--- src/rtl/adc_seq_pkg.sv ---
package adc_seq_pkg;

  typedef enum logic [1:0] {
    MODE_SINGLE = 2'd0,
    MODE_MASK   = 2'd1,
    MODE_CONSEC = 2'd2
  } seq_mode_e;

  // Mode code carried in the control word as {seq, shdw}
  localparam logic [1:0] CODE_SINGLE = 2'b00;
  localparam logic [1:0] CODE_SHADOW = 2'b01;
  localparam logic [1:0] CODE_KEEP   = 2'b10;
  localparam logic [1:0] CODE_CONSEC = 2'b11;

endpackage

--- src/rtl/adc_seq_ctrl.sv ---
module adc_seq_ctrl
  import adc_seq_pkg::*;
#(
  parameter int NUM_CH = 8,
  parameter int CH_W   = 3,
  parameter int CFG_W  = 4,
  parameter int DATA_W = 9
) (
  input  logic              clk,
  input  logic              rst,
  input  logic              wr_en,
  input  logic [DATA_W-1:0] wr_data,
  input  logic              cnv_start,
  output seq_mode_e         eff_mode,
  output logic [CH_W-1:0]   eff_addr,
  output logic [NUM_CH-1:0] eff_mask,
  output logic              eff_restart,
  output logic [NUM_CH-1:0] mask_q,
  output logic [CFG_W-1:0]  cfg_q,
  output logic              seq_active_q
);

  localparam int CODE_LSB = CH_W;
  localparam int CFG_LSB  = CH_W + 2;

  seq_mode_e         mode_q;
  logic [CH_W-1:0]   addr_q;
  logic              pending_q;
  logic              restart_q;

  logic [CH_W-1:0]   f_addr;
  logic [1:0]        f_code;
  logic [CFG_W-1:0]  f_cfg;
  logic [NUM_CH-1:0] f_mask;

  logic              n_pending;
  logic [CFG_W-1:0]  n_cfg;
  logic              restart_set;

  assign f_addr = wr_data[CH_W-1:0];
  assign f_code = wr_data[CODE_LSB+1:CODE_LSB];
  assign f_cfg  = wr_data[CFG_LSB+CFG_W-1:CFG_LSB];
  assign f_mask = wr_data[NUM_CH-1:0];

  // Write decode; the outcome is visible combinationally so a same-cycle
  // conversion follows the new settings.
  always_comb begin
    eff_mode    = mode_q;
    eff_addr    = addr_q;
    eff_mask    = mask_q;
    n_pending   = pending_q;
    n_cfg       = cfg_q;
    restart_set = 1'b0;
    if (wr_en) begin
      if (pending_q) begin
        eff_mask    = f_mask;
        eff_mode    = MODE_MASK;
        n_pending   = 1'b0;
        restart_set = 1'b1;
      end else begin
        unique case (f_code)
          CODE_SINGLE: begin
            eff_mode = MODE_SINGLE;
            eff_addr = f_addr;
            n_cfg    = f_cfg;
          end
          CODE_SHADOW: begin
            eff_mode  = MODE_SINGLE;
            eff_addr  = f_addr;
            n_cfg     = f_cfg;
            n_pending = 1'b1;
          end
          CODE_KEEP: begin
            n_cfg = f_cfg;
          end
          default: begin
            eff_mode    = MODE_CONSEC;
            eff_addr    = f_addr;
            n_cfg       = f_cfg;
            restart_set = 1'b1;
          end
        endcase
      end
    end
  end

  assign eff_restart = restart_q | restart_set;

  always_ff @(posedge clk) begin
    if (rst) begin
      mode_q       <= MODE_SINGLE;
      addr_q       <= '0;
      mask_q       <= '0;
      pending_q    <= 1'b0;
      restart_q    <= 1'b0;
      cfg_q        <= '0;
      seq_active_q <= 1'b0;
    end else begin
      mode_q       <= eff_mode;
      addr_q       <= eff_addr;
      mask_q       <= eff_mask;
      pending_q    <= n_pending;
      restart_q    <= cnv_start ? 1'b0 : eff_restart;
      cfg_q        <= n_cfg;
      seq_active_q <= (eff_mode != MODE_SINGLE);
    end
  end

  assert_keep_mode_R7: assert property (@(posedge clk) disable iff (rst)
    (wr_en && !pending_q && f_code == CODE_KEEP) |=> $stable(seq_active_q))
    else $error("keep write changed sequence state");

  assert_seq_end_R8: assert property (@(posedge clk) disable iff (rst)
    (wr_en && !pending_q && !f_code[1]) |=> !seq_active_q)
    else $error("sequence not ended");

  assert_shadow_cfg_R3: assert property (@(posedge clk) disable iff (rst)
    (wr_en && pending_q) |=> ($stable(cfg_q) && seq_active_q))
    else $error("shadow write disturbed cfg or did not start");

endmodule

--- src/rtl/adc_seq_scan.sv ---
module adc_seq_scan #(
  parameter int NUM_CH = 8,
  parameter int CH_W   = 3
) (
  input  logic [NUM_CH-1:0] mask,
  input  logic [CH_W-1:0]   cur,
  output logic [CH_W-1:0]   lowest,
  output logic [CH_W-1:0]   next_up
);

  logic [NUM_CH-1:0] above;

  genvar j;
  generate
    for (j = 0; j < NUM_CH; j++) begin : g_above
      assign above[j] = mask[j] && (CH_W'(j) > cur);
    end
  endgenerate

  // Priority encoders: the lowest set bit wins; an empty vector gives 0.
  always_comb begin
    lowest = '0;
    for (int k = NUM_CH - 1; k >= 0; k--) begin
      if (mask[k]) lowest = CH_W'(k);
    end
  end

  always_comb begin
    next_up = lowest;
    for (int k = NUM_CH - 1; k >= 0; k--) begin
      if (above[k]) next_up = CH_W'(k);
    end
  end

endmodule

--- src/rtl/adc_seq_ptr.sv ---
module adc_seq_ptr
  import adc_seq_pkg::*;
#(
  parameter int CH_W = 3
) (
  input  logic            clk,
  input  logic            rst,
  input  logic            cnv_start,
  input  seq_mode_e       eff_mode,
  input  logic [CH_W-1:0] eff_addr,
  input  logic            eff_restart,
  input  logic [CH_W-1:0] scan_lowest,
  input  logic [CH_W-1:0] scan_next,
  output logic [CH_W-1:0] chan_q
);

  logic [CH_W-1:0] nxt;

  always_comb begin
    unique case (eff_mode)
      MODE_MASK:   nxt = eff_restart ? scan_lowest : scan_next;
      MODE_CONSEC: nxt = (eff_restart || chan_q >= eff_addr) ? '0 : chan_q + 1'b1;
      default:     nxt = eff_addr;
    endcase
  end

  always_ff @(posedge clk) begin
    if (rst)            chan_q <= '0;
    else if (cnv_start) chan_q <= nxt;
  end

  assert_chan_hold_R9: assert property (@(posedge clk) disable iff (rst)
    !cnv_start |=> $stable(chan_q))
    else $error("channel moved without a pulse");

  assert_consec_bound_R6: assert property (@(posedge clk) disable iff (rst)
    (cnv_start && eff_mode == MODE_CONSEC) |=> (chan_q <= $past(eff_addr)))
    else $error("consecutive channel beyond limit");

  assert_consec_start_R10: assert property (@(posedge clk) disable iff (rst)
    (cnv_start && eff_mode == MODE_CONSEC && eff_restart) |=> (chan_q == '0))
    else $error("consecutive rotation did not start at 0");

endmodule

--- src/rtl/adc_chan_sequencer.sv ---
module adc_chan_sequencer
  import adc_seq_pkg::*;
#(
  parameter int NUM_CH = 8,
  parameter int CFG_W  = 4,
  parameter int CH_W   = $clog2(NUM_CH),
  parameter int DATA_W = (NUM_CH > CH_W + 2 + CFG_W) ? NUM_CH : CH_W + 2 + CFG_W
) (
  input  logic              clk,
  input  logic              rst,
  input  logic              wr_en,
  input  logic [DATA_W-1:0] wr_data,
  input  logic              cnv_start,
  output logic [CH_W-1:0]   chan,
  output logic              seq_active,
  output logic [CFG_W-1:0]  cfg
);

  seq_mode_e         eff_mode;
  logic [CH_W-1:0]   eff_addr;
  logic [NUM_CH-1:0] eff_mask;
  logic              eff_restart;
  logic [NUM_CH-1:0] mask_q;
  logic [CH_W-1:0]   scan_lowest;
  logic [CH_W-1:0]   scan_next;

  adc_seq_ctrl #(
    .NUM_CH(NUM_CH), .CH_W(CH_W), .CFG_W(CFG_W), .DATA_W(DATA_W)
  ) u_ctrl (
    .clk(clk), .rst(rst), .wr_en(wr_en), .wr_data(wr_data),
    .cnv_start(cnv_start), .eff_mode(eff_mode), .eff_addr(eff_addr),
    .eff_mask(eff_mask), .eff_restart(eff_restart), .mask_q(mask_q),
    .cfg_q(cfg), .seq_active_q(seq_active)
  );

  adc_seq_scan #(.NUM_CH(NUM_CH), .CH_W(CH_W)) u_scan (
    .mask(eff_mask), .cur(chan), .lowest(scan_lowest), .next_up(scan_next)
  );

  adc_seq_ptr #(.CH_W(CH_W)) u_ptr (
    .clk(clk), .rst(rst), .cnv_start(cnv_start), .eff_mode(eff_mode),
    .eff_addr(eff_addr), .eff_restart(eff_restart),
    .scan_lowest(scan_lowest), .scan_next(scan_next), .chan_q(chan)
  );

  assert_mask_hit_R4: assert property (@(posedge clk) disable iff (rst)
    (cnv_start && !wr_en && eff_mode == MODE_MASK && eff_mask != '0) |=> mask_q[chan])
    else $error("mask-mode channel not enrolled");

  assert_empty_mask_R5: assert property (@(posedge clk) disable iff (rst)
    (cnv_start && eff_mode == MODE_MASK && eff_mask == '0) |=> (chan == '0))
    else $error("empty mask gave nonzero channel");

endmodule

--- config.mk ---
export PLATFORM = sky130hd
export DESIGN_NAME = adc_chan_sequencer
export DESIGN_NICKNAME = d
export VERILOG_FILES = /design/src/rtl/adc_seq_pkg.sv /design/src/rtl/adc_seq_ctrl.sv /design/src/rtl/adc_seq_scan.sv /design/src/rtl/adc_seq_ptr.sv /design/src/rtl/adc_chan_sequencer.sv
export SDC_FILE = /design/constraint.sdc
export NUM_CORES = 1
export LEC_CHECK = 0
export BUFFER_PORTS_ARGS = -buffer_cell sky130_fd_sc_hd__buf_2
export CAP_MARGIN = 20
export CORE_AREA = 2 2 56 58
export DETAILED_ROUTE_END_ITERATION = 7
export DIE_AREA = 0 0 58 60
export GPL_TIMING_DRIVEN = 0
export PLACE_DENSITY = 0.89
export REMOVE_ABC_BUFFERS = 1
export SETUP_SLACK_MARGIN = 0.05
export SLEW_MARGIN = 20
export SYNTH_ARGS = -nofsm -noshare
export SYNTH_HDL_FRONTEND = slang
export SYNTH_SLANG_ARGS = --single-unit
--- constraint.sdc ---
create_clock -name clk -period 8.3 [get_ports clk]
set_clock_uncertainty 0.2 [all_clocks]
set_input_delay 1.245 -clock clk [delete_from_list [all_inputs] [get_ports clk]]
set_output_delay 1.245 -clock clk [all_outputs]
set_load 0.005 [all_outputs]
Yosys cells after proc, flatten, opt, wreduce, memory -nomap -nowiden
Index checks and enable logic that the tools add are counted.

Word-level logic and storage cells: 71. Bits in registers: 23. Bits of input ports: 13.

Mux-type cells: 32. Order comparisons: 9. Bitwise operators: 2. Reduce and logical (&&, ||, !) cells: 15. Add/subtract/negate cells: 1. Equality and inequality tests: 4.

Operator list (count): $mux W3 (21); $mux W8 (2); $gt A3 B3 Y1 const A (4); $logic_and A1 B1 Y1 (8); $gt A1 B3 Y1 const A (2); $gt A2 B3 Y1 const A (2); $pmux W3 S2 (1); $mux W1 (5); $eq A2 B1 Y1 const B (2); $eq A2 B2 Y1 const B (2); $mux W2 (2); $pmux W2 S2 (1); $reduce_or A2 Y1 (2); $add A3 B1 Y3 const B (1); $ge A3 B3 Y1 (1); $reduce_or A3 Y1 (1); $logic_not A2 Y1 (1); $reduce_and A2 Y1 (1); $reduce_bool A2 Y1 (1); $logic_or A1 B1 Y1 (1); $not A1 Y1 (1); $or A1 B1 Y1 (1).

Longest topological paths before layout
Depth in word-level cells: 20. Depth in mapped cells: 14. Gate-level depth less buffers: 11.

By module
A second synthesis with hierarchy kept.

Cells, all modules: 165. Area, all modules: 1462.7 um^2.

Modules (own cells, without submodules): adc_seq_ctrl (times used 1, cells an instance 85, seq. area each 400.4 um^2, area each 879.6 um^2); adc_seq_ptr (times used 1, cells an instance 37, seq. area each 60.1 um^2, area each 326.6 um^2); adc_seq_scan (times used 1, cells an instance 43, seq. area each 0.0 um^2, area each 256.5 um^2).

Worst setup path after synthesis
Ideal clock, no wire load.

Path kind: in2reg. From: input wr_en. To: register u_ptr.chan_q[0]. Cell stages on the path: 14. Arrival: 3.417 ns. Required time: 8.035 ns. Library setup time: 0.065 ns. Slack: 4.618 ns. Cells stage by stage: buf_6 -> buf_6 -> nor2b_1 -> buf_2 -> nand2_1 -> mux2i_1 -> inv_1 -> ha_1 -> nand2b_1 -> a21oi_1 -> nor2b_1 -> o311ai_0 -> o21ai_0 -> nor2_1.

Elaborated cells between the ends (all ways): 36. Classes of those cells: order compare: 1; eq/ne: 2; mux: 23; bitwise: 1; reduce/logical: 9.

RTL lines: from (decl) (RTL line adc_chan_sequencer.sv:11) `input logic wr_en,`; $mux W3 (*) (RTL line adc_seq_ctrl.sv:54) `if (wr_en) begin`; net eff_addr[0] (RTL line adc_chan_sequencer.sv:20) `logic [CH_W-1:0] eff_addr;`; $ge A3 B3 Y1 (RTL line adc_seq_ptr.sv:22) `MODE_CONSEC: nxt = (eff_restart || chan_q >= eff_addr) ? '0 : chan_q + 1'b1;`; $logic_or A1 B1 Y1 (RTL line adc_seq_ptr.sv:22); $mux W3 (RTL line adc_seq_ptr.sv:22); $pmux W3 S2 (*) (RTL line adc_seq_ptr.sv:20) `unique case (eff_mode)`; to (signal assigned) (RTL line adc_seq_ptr.sv:29) `else if (cnv_start) chan_q <= nxt;`; to (decl) (RTL line adc_seq_ptr.sv:14) `output logic [CH_W-1:0] chan_q`.

Mark *: on every way through the listed nets, which the timed path passes. The rest lies on a longest branch. A chain may end at the register's enable or synchronous reset.

Worst setup path in the final report
Ends and elaborated chain as after synthesis.

==> impl_results.md <==
* RSZ-0062 raised after global routing: false
* Met3 WL post-DR at approximately 270 um
* Final #Nets at 240
* Synth cell types at 55
* Post-place setup slack at around 3800 ps
* Synthesized cell area at around 0.0017 sq mm
* H-Tree Depth at 1
* Setup TNS at 0 ps
* Max Root-Sink Buffers at 2
* CTS buffer count at 3
* Max Cap Violations at 0
* Pin count of the biggest net entering global routing at 28
* Ratio of cells with drive above 1 in the final layout at 0.1620
* Crit path capture type: flip-flop
* WL final at between 4000 and 5000 um
* Post-route setup slack at 4141 ps
* PD cells at between 100 and 150 mW/mm^2
* Core Rows at 20
* Drt drc at 0
* Endpoints failing setup at 0
* Worst EP arrival at about 4200 ps
* CTS sink cnt at 23
* Number of flops mapped to enable cells by yosys at 0
* Via density per instance at about 6.3
* Die area at about 0.0035 sq mm
* Final worst-path cycle share at 0.5010
* Hpwl dp at roughly 2900 um
* Lkg Pwr at 0.8107 nW
* GR Overflow Total at 0
* Synth cell count leaders: 29 x nor2_1, 23 x dfxtp_1, 17 x a21oi_1
* Final hold vios at 0
* Post-layout min period at 4159 ps
* Starting density of the core at 0.5797
* WL/cell at 16.10 um
* Top_reg_cell synth: dfxtp_1
* DR vias at around 1600
* Worst VDD drop at between 0.1 and 0.15 mV
* Routed length on met2 at 1971 um
* DP Cell Count at between 200 and 250
* FF+latch count, synth at 23
* Post-synth top area cell: dfxtp_1
* Vias in the first global route at between 1000 and 1500
* Worst hold slack at around 300 ps
* CTS root buffer: clkbuf_4
* Kind of critical path: in -> reg
* Clk_lat worst skew at between 300 and 400 ps
* Final Slew Violations at 0
* Top Ports at 21
* # Post-CTS Setup Buffers at 0
* Post-Syn Instances at slightly above 200
* Clock Pin Slew Worst Setup and Hold Paths at approximately 150 ps
* Max Used Layer: met4
* ANT cells at 0
* Async SR Flop Fraction at 0
* Die W at between 50 and 60 um
* All-Layer GR Usage at 0.2486
* Final core occ at 0.6095
* Router iterations before antenna repair at 4
* Met1 Wirelength at between 1500 and 2000 um
* I/O Buffers at 20
* Fin cells at around 250
* Crit-path max FO at 27
* CP startpoint kind: input pin
* Remaining antenna violation count at 0
* First-pass GRT wire length at approximately 6600 um
* YS warnings at 0
* Relative slew slack at 0.4877
* Outcome: completed
* Hold Path Class: reg -> reg
* Die Height at roughly 60 um
* Iteration-0 DRC Markers at 67
* Antenna violations before repair at 0
* Post-synth top area share at 0.2736
* CTS tree: yes
* Post-CTS resize count at 0
* Hold_buf cts at 0
* Slew @ Worst Pin at roughly 770 ps
* Fmax achieved at 240.5 MHz
* Synth-to-layout area growth at 5.130%
* Worst endpoint required time at 8380 ps
* GP Congestion at ~1
* FF-to-FF setup slack at around 4800 ps
* Core ar. at 0.002903 sq mm
* Top-count cell post-synth: nor2_1
* Top cells by area, synth: dfxtp_1 27%, ha_1 7.4%, nor2_1 6.5%
* Syn Area/Cell at a little over 8 sq um
* Fraction of the yosys area taken by sequential cells at 0.2736
-- path summary, 6_finish.rpt --
kind                     endpoint              from  cells past startpoint
setup / recovery  u_ptr.chan_q[0]             wr_en                     12
setup reg to reg  u_ptr.chan_q[0]  u_ctrl.pending_q                     11
hold / removal    u_ctrl.cfg_q[3]   u_ctrl.cfg_q[3]                      2
hold reg to reg   u_ctrl.cfg_q[3]   u_ctrl.cfg_q[3]                      2
-- metrics by stage --
stage / instance area (sq um) / power, mW
after global routing: 1769 / 0.2501
after detailed placement: 1739 / 0.1827
final: 1769 / 0.2396
after CTS: 1769 / 0.2393
after floorplan: 1598 / 0.1611
after global placement: 1739 / 0.1806
-- cell type report --
class	count	area (sq um)
clock buffers	3	22.52
clock inverters	1	7.507
fillers	280	1134
inverters	7	26.28
multi-input cells	162	1111
flip-flops and latches	23	460.4
well taps	33	41.29
repair buffers	20	100.1
-- critical path, stage by stage --
cell and delay (ps):
buf_2 370, nor2b_1 500, nand2_1 250, mux2i_1 360
inv_1 80, ha_1 260, nand2b_1 150, a21oi_1 140
nor2b_1 70, o311ai_0 540, o21ai_0 150, nor2_1 120
-- registers in the layout, summed over array words and instances (netlist names) --
register             count
u_ptr.chan_q             3
u_ctrl.seq_active_q      1
u_ctrl.pending_q         1
u_ctrl.restart_q         1
u_ctrl.mode_q            2
u_ctrl.cfg_q             4
u_ctrl.mask_q            8
u_ctrl.addr_q            3
-- where the power goes --
| part | total, mW | leakage [nW] | internal, mW | switching, mW |
|---|---|---|---|---|
| clock | 0.0586 | 0.0139 | 0.0185 | 0.0401 |
| sequential | 0.123 | 0.188 | 0.115 | 0.00779 |
| combinational | 0.0578 | 0.609 | 0.0246 | 0.0332 |
-- kinds of logic (layout without fill, tap and decap cells) --
group | count (synthesis) | in the layout | share of synthesized area
buf+inv | 20 | 31 | 0.06617
simple gates | 79 | 79 | 0.2416
fa+ha+maj | 10 | 10 | 0.07435
flops | 23 | 23 | 0.2736
mux | 9 | 9 | 0.05353
compound gates | 64 | 64 | 0.2907
-- routing by layer --
layer,GRT usage,up-vias
li1,-,774
met1,0.3103,724
met2,0.4432,54
met3,0.03247,6
met4,0.07973,0
met5,0,-
-- cells in the final DEF (no fill, tap or decap), drive strengths merged, types with 2 or more instances in the layout --
master,Yosys,final
or2,2,2
o211ai,3,3
nand2,11,11
nor3b,2,2
a21bo,2,2
o311ai,2,2
a21oi,17,17
dfxtp,23,23
nor2b,6,6
o21ba,2,2
a21o,4,4
mux2i,9,9
a2111oi,2,2
nor2,29,29
and3,6,6
inv,7,7
buf,7,20
nand3,4,4
a21boi,5,5
nand2b,5,5
clkbuf,6,3
nor3,5,5
nand3b,3,3
o221ai,2,2
o21ai,7,7
ha,10,10
or3,2,2
a211oi,6,6
Note: power is estimated with default switching activity, not from simulation.
